### src/rtl/sizedec_pkg.sv
package sizedec_pkg;

    typedef enum logic [1:0] {
        MODE_PROT = 2'b00,
        MODE_REAL = 2'b01,
        MODE_V86  = 2'b10,
        MODE_SMM  = 2'b11
    } cpu_mode_e;

    localparam logic [7:0] BYTE_OPSZ = 8'h66;
    localparam logic [7:0] BYTE_ADSZ = 8'h67;

    typedef struct packed {
        logic is_pfx;
        logic is_op;
        logic is_ad;
    } byte_class_t;

    typedef struct packed {
        logic op32;
        logic ad32;
    } size_attr_t;

    function automatic byte_class_t classify(input logic [7:0] b);
        byte_class_t c;
        c.is_op  = (b == BYTE_OPSZ);
        c.is_ad  = (b == BYTE_ADSZ);
        case (b)
            8'hF0, 8'hF2, 8'hF3,
            8'h26, 8'h2E, 8'h36, 8'h3E,
            8'h64, 8'h65,
            BYTE_OPSZ, BYTE_ADSZ: c.is_pfx = 1'b1;
            default:              c.is_pfx = 1'b0;
        endcase
        return c;
    endfunction

    function automatic logic wide_default(input cpu_mode_e m, input logic d);
        return (m == MODE_PROT) && d;
    endfunction

endpackage

### src/rtl/sd_byte_class.sv
module sd_byte_class
    import sizedec_pkg::*;
(
    input  logic [7:0]  in_byte,
    output byte_class_t cls
);
    always_comb begin
        cls = classify(in_byte);
    end
endmodule

### src/rtl/sd_prefix_track.sv
module sd_prefix_track
    import sizedec_pkg::*;
#(
    parameter int MAX_PFX = 14,
    localparam int CNT_W  = $clog2(MAX_PFX + 1)
)(
    input  logic        clk,
    input  logic        rst,
    input  logic        in_valid,
    input  byte_class_t cls,
    output logic        seen_op,
    output logic        seen_ad,
    output logic        opcode_hit,
    output logic        len_fault
);
    logic [CNT_W-1:0] cnt;
    logic             take_pfx;

    always_comb begin
        take_pfx   = in_valid && cls.is_pfx;
        opcode_hit = in_valid && !cls.is_pfx;
        len_fault  = take_pfx && (cnt == CNT_W'(MAX_PFX));
    end

    always_ff @(posedge clk) begin
        if (rst || opcode_hit || len_fault) begin
            cnt     <= '0;
            seen_op <= 1'b0;
            seen_ad <= 1'b0;
        end else if (take_pfx) begin
            cnt     <= cnt + 1'b1;
            seen_op <= seen_op | cls.is_op;
            seen_ad <= seen_ad | cls.is_ad;
        end
    end

    AST_FRESH_AFTER_OPCODE: assert property (@(posedge clk) disable iff (rst)
        opcode_hit |=> (!seen_op && !seen_ad && cnt == '0));
    AST_OPSZ_STICKS: assert property (@(posedge clk) disable iff (rst)
        (in_valid && cls.is_op && !len_fault) |=> seen_op);
    AST_CNT_BOUND: assert property (@(posedge clk) disable iff (rst)
        cnt <= CNT_W'(MAX_PFX));
    AST_LEN_CLEARS: assert property (@(posedge clk) disable iff (rst)
        len_fault |=> (cnt == '0 && !seen_op && !seen_ad));
endmodule

### src/rtl/sd_size_resolve.sv
module sd_size_resolve
    import sizedec_pkg::*;
#(
    parameter int OFS_W   = 32,
    parameter int LIMIT_W = 16
)(
    input  cpu_mode_e        mode,
    input  logic             d_flag,
    input  logic             seen_op,
    input  logic             seen_ad,
    input  logic             opcode_hit,
    input  logic [OFS_W-1:0] offset,
    output size_attr_t       attr,
    output logic             ofs_fault
);
    logic def32;
    logic above_limit;

    always_comb begin
        def32       = wide_default(mode, d_flag);
        attr.op32   = def32 ^ seen_op;
        attr.ad32   = def32 ^ seen_ad;
        above_limit = |offset[OFS_W-1:LIMIT_W];
        ofs_fault   = opcode_hit && (mode == MODE_REAL) && above_limit;
    end
endmodule

### src/rtl/size_prefix_decoder.sv
module size_prefix_decoder
    import sizedec_pkg::*;
#(
    parameter int MAX_PFX = 14,
    parameter int OFS_W   = 32
)(
    input  logic             clk,
    input  logic             rst,
    input  logic             in_valid,
    input  logic [7:0]       in_byte,
    input  logic             d_flag,
    input  logic [1:0]       cpu_mode,
    input  logic [OFS_W-1:0] eff_offset,
    output logic             done,
    output logic             op_size32,
    output logic             addr_size32,
    output logic             ofs_fault,
    output logic             len_fault
);
    byte_class_t cls;
    logic        seen_op, seen_ad, opcode_hit;
    size_attr_t  attr;
    cpu_mode_e   mode;

    always_comb mode = cpu_mode_e'(cpu_mode);

    sd_byte_class u_class (
        .in_byte (in_byte),
        .cls     (cls)
    );

    sd_prefix_track #(.MAX_PFX(MAX_PFX)) u_track (
        .clk        (clk),
        .rst        (rst),
        .in_valid   (in_valid),
        .cls        (cls),
        .seen_op    (seen_op),
        .seen_ad    (seen_ad),
        .opcode_hit (opcode_hit),
        .len_fault  (len_fault)
    );

    sd_size_resolve #(.OFS_W(OFS_W), .LIMIT_W(16)) u_resolve (
        .mode       (mode),
        .d_flag     (d_flag),
        .seen_op    (seen_op),
        .seen_ad    (seen_ad),
        .opcode_hit (opcode_hit),
        .offset     (eff_offset),
        .attr       (attr),
        .ofs_fault  (ofs_fault)
    );

    always_comb begin
        done        = opcode_hit;
        op_size32   = attr.op32;
        addr_size32 = attr.ad32;
    end

    AST_OFS_WITH_DONE: assert property (@(posedge clk) disable iff (rst)
        ofs_fault |-> done);
    AST_DONE_LEN_EXCL: assert property (@(posedge clk) disable iff (rst)
        !(done && len_fault));
    AST_NARROW_MODES: assert property (@(posedge clk) disable iff (rst)
        (done && cpu_mode != 2'b00 && !seen_op) |-> !op_size32);
    AST_PFX_NO_DONE: assert property (@(posedge clk) disable iff (rst)
        (in_valid && (in_byte == 8'h66 || in_byte == 8'h67)) |-> !done);
endmodule

### config.mk
export PLATFORM = sky130hd
export DESIGN_NAME = size_prefix_decoder
export DESIGN_NICKNAME = d
export VERILOG_FILES = /design/src/rtl/sizedec_pkg.sv /design/src/rtl/sd_byte_class.sv /design/src/rtl/sd_prefix_track.sv /design/src/rtl/sd_size_resolve.sv /design/src/rtl/size_prefix_decoder.sv
export SDC_FILE = /design/constraint.sdc
export NUM_CORES = 1
export LEC_CHECK = 0
export ABC_AREA = 1
export BUFFER_PORTS_ARGS = -buffer_cell sky130_fd_sc_hd__buf_2
export CAP_MARGIN = 10
export CORE_UTILIZATION = 40
export DETAILED_ROUTE_END_ITERATION = 8
export PLACE_DENSITY = 0.83
export SLEW_MARGIN = 20
export SYNTH_ARGS = -nofsm -noshare
export SYNTH_HDL_FRONTEND = slang
export SYNTH_SLANG_ARGS = --single-unit
### constraint.sdc
create_clock -name clk -period 1.54 [get_ports clk]
set_input_delay 0.308 -clock clk [delete_from_list [all_inputs] [get_ports clk]]
set_output_delay 0.308 -clock clk [all_outputs]
set_load 0.05 [all_outputs]
==> metrics.md <==
| Metric | Value |
|---|---|
| WL/cell | `11.1 µm` |
| Die Area | `1680 µm²` |
| Mapped cell area | `609 µm²` |
| Clock latency on the worst-skew pair | `240 ps` |
| CTS Sinks | `6` |
| Most common cell after layout, fill and taps aside | `buf_2` |
| Tot Pwr | `0.000486 W` |
| Vias in the first global route | `606` |
| Syn-to-layout area delta | `71.5%` |
| Syn nets | `145` |
| Leak | `0.535 nW` |
| Row Count | `13` |
| Hold Path Class | `in -> reg` |
| Final min period | `1540 ps` |
| Hold Path End | `u_track.cnt[1]` |
| Yosys cell types | `23` |
| DRT iter0 DRCs | `10` |
| Simple-gate share of the synthesized area | `56.3%` |
| Vias per cell | `4.91` |
| Max-Cap Viols | `0` |
| Diodes inserted | `0` |
| Worst vdd ir | `0.000412 V` |
| Setup TNS | `0 ps` |
| Routed WL | `1770 µm` |
| Critical path endpoint category | `output pin` |
| Relative slew slack | `82.9%` |
| Status | `complete, no violations` |
| Starting Density | `44.6%` |
| Warnings, synthesis | `0` |
| Reg-to-reg endpoint | `u_track.cnt[1]` |
| NetSw | `0.000153 W` |
| Die W | `41.0 µm` |
| Internal power | `0.000333 W` |
| Post-synthesis sequential area ratio | `19.7%` |
| Number of fill cells | `106` |
| First-pass GRT wire length | `2180 µm` |
| Setup CP Type | `in -> out` |
| Grt ovf | `0` |
| Max Slew Vio Count | `0` |
| Fin Clk Skew | `4.33 ps` |
| RSZ-0062 raised after global routing | `true` |
| Hold Crit Depth | `3` |
| Pre-antenna DRT Iters | `4` |
| Comb power frac | `38.7%` |
| Reg2reg path depth | `8` |
| XOR/XNOR Fraction of Synth Area | `4.31%` |
| Final period util | `99.9%` |
| Switching share of power | `31.5%` |
| Synth Instances | `97` |
| DRC | `0` |
| Fraction of layout cells with a size suffix above 1 | `56.3%` |
| Startpoint types | `input port` |
| Yosys reg bits | `6` |
| Finished Cell Area | `1040 µm²` |
| Final Util | `76.5%` |
| IO Port Bufs | `34` |
| Placed Instances | `152` |
| Largest net degree at the start of global routing | `7` |
| Compound-Gate Fraction of Synth Area | `4.31%` |
| Clock root buffer | `clkbuf_4` |
| Worst-path clk slew | `40 ps` |
| Crit path max fanout | `5` |
| CTS tree | `built` |
| Final setup violation count | `0` |
| Cell Area, Placed | `887 µm²` |
| Fin nets | `194` |
| DP HPWL | `1220 µm` |
| Clock share of power | `29.1%` |
| RD Place Congestion | `0.827` |
| Final hold vios | `0` |
| Required time worst endpoint | `1230 ps` |
| Largest family of logic cells by synthesized area | `simple AND/OR/NAND/NOR gates` |
| Post-route ant nets | `0` |
| Mux cell area share after synthesis | `0%` |
| Arrival @ worst endpoint | `1230 ps` |
| Worst slew pin tran | `255 ps` |
| Pwr dens | `466 nW/µm²` |
| Vias | `780` |
| Most frequent cells in the layout | `buf_2 (26), nand2_1 (22), inv_1 (12), buf_4 (12), nand2_2 (9)` |
| I/O Pins | `51` |
| Gr usage total | `20.2%` |
| Fin cells | `159` |
| Syn avg cell area | `6.28 µm²` |
| Maximum root-to-sink buffer count | `2` |
| Flop-to-flop setup slack | `380 ps` |
| Max Freq | `650 MHz` |
| Core area | `1370 µm²` |
| H-tree levels | `1` |
| Antenna violations before repair | `0` |
| Flop pwr share | `32.2%` |
| Reg2reg start | `u_track.cnt[0]` |
| Total CTS buffers | `3` |
| Hold Crit Start | `rst` |
| Fraction of the mapped netlist area in adder cells | `4.11%` |
| Die height | `41.0 µm` |
## kinds of logic (layout without fill, tap and decap cells)
kind of cell,count (synthesis),count (layout)
AO/OA/AOI/OAI,3,3
XOR/XNOR,3,3
adder cells (fa/ha/maj),2,2
buffers and inverters,18,65
flip-flops,6,6
AND/OR/NAND/NOR,65,65
## power by group through the flow
| stage | logic, W | registers [W] | clock network (W) |
|---|---|---|---|
| after detailed placement | 0.000153 | 0.000159 | 0 |
| after global routing | 0.000203 | 0.000156 | 0.000159 |
| after CTS | 0.000162 | 0.000156 | 0.000150 |
| after floorplan | 0.0000844 | 0.000159 | 0 |
| final | 0.000188 | 0.000157 | 0.000142 |
| after global placement | 0.000149 | 0.000159 | 0 |
## worst max path at each step
stage                          start   endpoint  slack [ps]  depth (start not counted)
final                     in_byte[6]  ofs_fault           1                         10
after global routing      in_byte[6]  ofs_fault         -50                         10
after CTS                 in_byte[2]  ofs_fault         0.6                          9
after detailed placement  in_byte[6]  ofs_fault        -100                         10
after global placement    in_byte[2]  len_fault         -80                          9
after floorplan           in_byte[1]  ofs_fault        -100                          7
## cell type report
cell class / count / area (µm²) / share of cell area (%)
multi-input cells: 73 / 503 / 48.1
repair buffers: 45 / 310 / 29.7
flip-flops and latches: 6 / 123 / 11.7
inverters: 17 / 67.6 / 6.47
clock buffers: 3 / 22.5 / 2.16
well taps: 15 / 18.8 / 1.80
## cell usage after synthesis
cell      number  area (µm²)
inv_1         16        60.1
nor4_1         4        25.0
nand2_1       30         113
dfxtp_1        6         120
a21oi_1        1        5.00
nand4_1        1        6.26
nor3_1         2        10.0
nor2_2         3        18.8
nor2_8         1        20.0
nand3b_4       1        20.0
o21ai_0        1        5.00
or2_2          1        6.26
nand3_4        1        17.5
nand2_2        3        18.8
nor2_1         9        33.8
o21ai_4        1        16.3
clkbuf_2       1        5.00
inv_2          1        3.75
nand2_4        1        11.3
and2_0         2        12.5
xor2_1         3        26.3
ha_1           2        25.0
nand3_1        6        30.0
## what timing repair did
item,4_1_cts,5_1_grt
pin swaps,5,12
endpoints found under the setup margin,2,3
setup buffers,1,3
hold buffers,0,0
resized for setup,10,22
## per-layer routing
metal  wire, µm  share of wire, %  global-route usage [%]
met5          0                 0                       0
met4         73               4.1                    5.00
met3        175               9.9                    4.89
met2        865                49                    41.8
met1        651                37                    19.0
## critical path: stages
cell and delay (ps):
buf_8 110, nand2_4 50, nand2_2 50, nand2_2 90, nand2_4 70, o21ai_4 170, clkinvlp_4 110, nand2_2 80
a21oi_4 40, buf_8 150
## through the flow
| step | hold WS (ps) | setup WS [ps] |
|---|---|---|
| 6_report | 401 | 1.14 |
| 5_1_grt | 401 | -48.4 |
| 4_1_cts | 392 | 0.592 |
| 3_5_place_dp | 521 | -100 |
| 3_3_place_gp | 519 | -77.0 |
| 2_1_floorplan | 506 | -96.1 |
## state kept, by name (all words and copies together) (netlist names)
signal	cells
u_track.cnt	4
u_track.seen_ad	1
u_track.seen_op	1
Power figures use the tool's default switching activity.
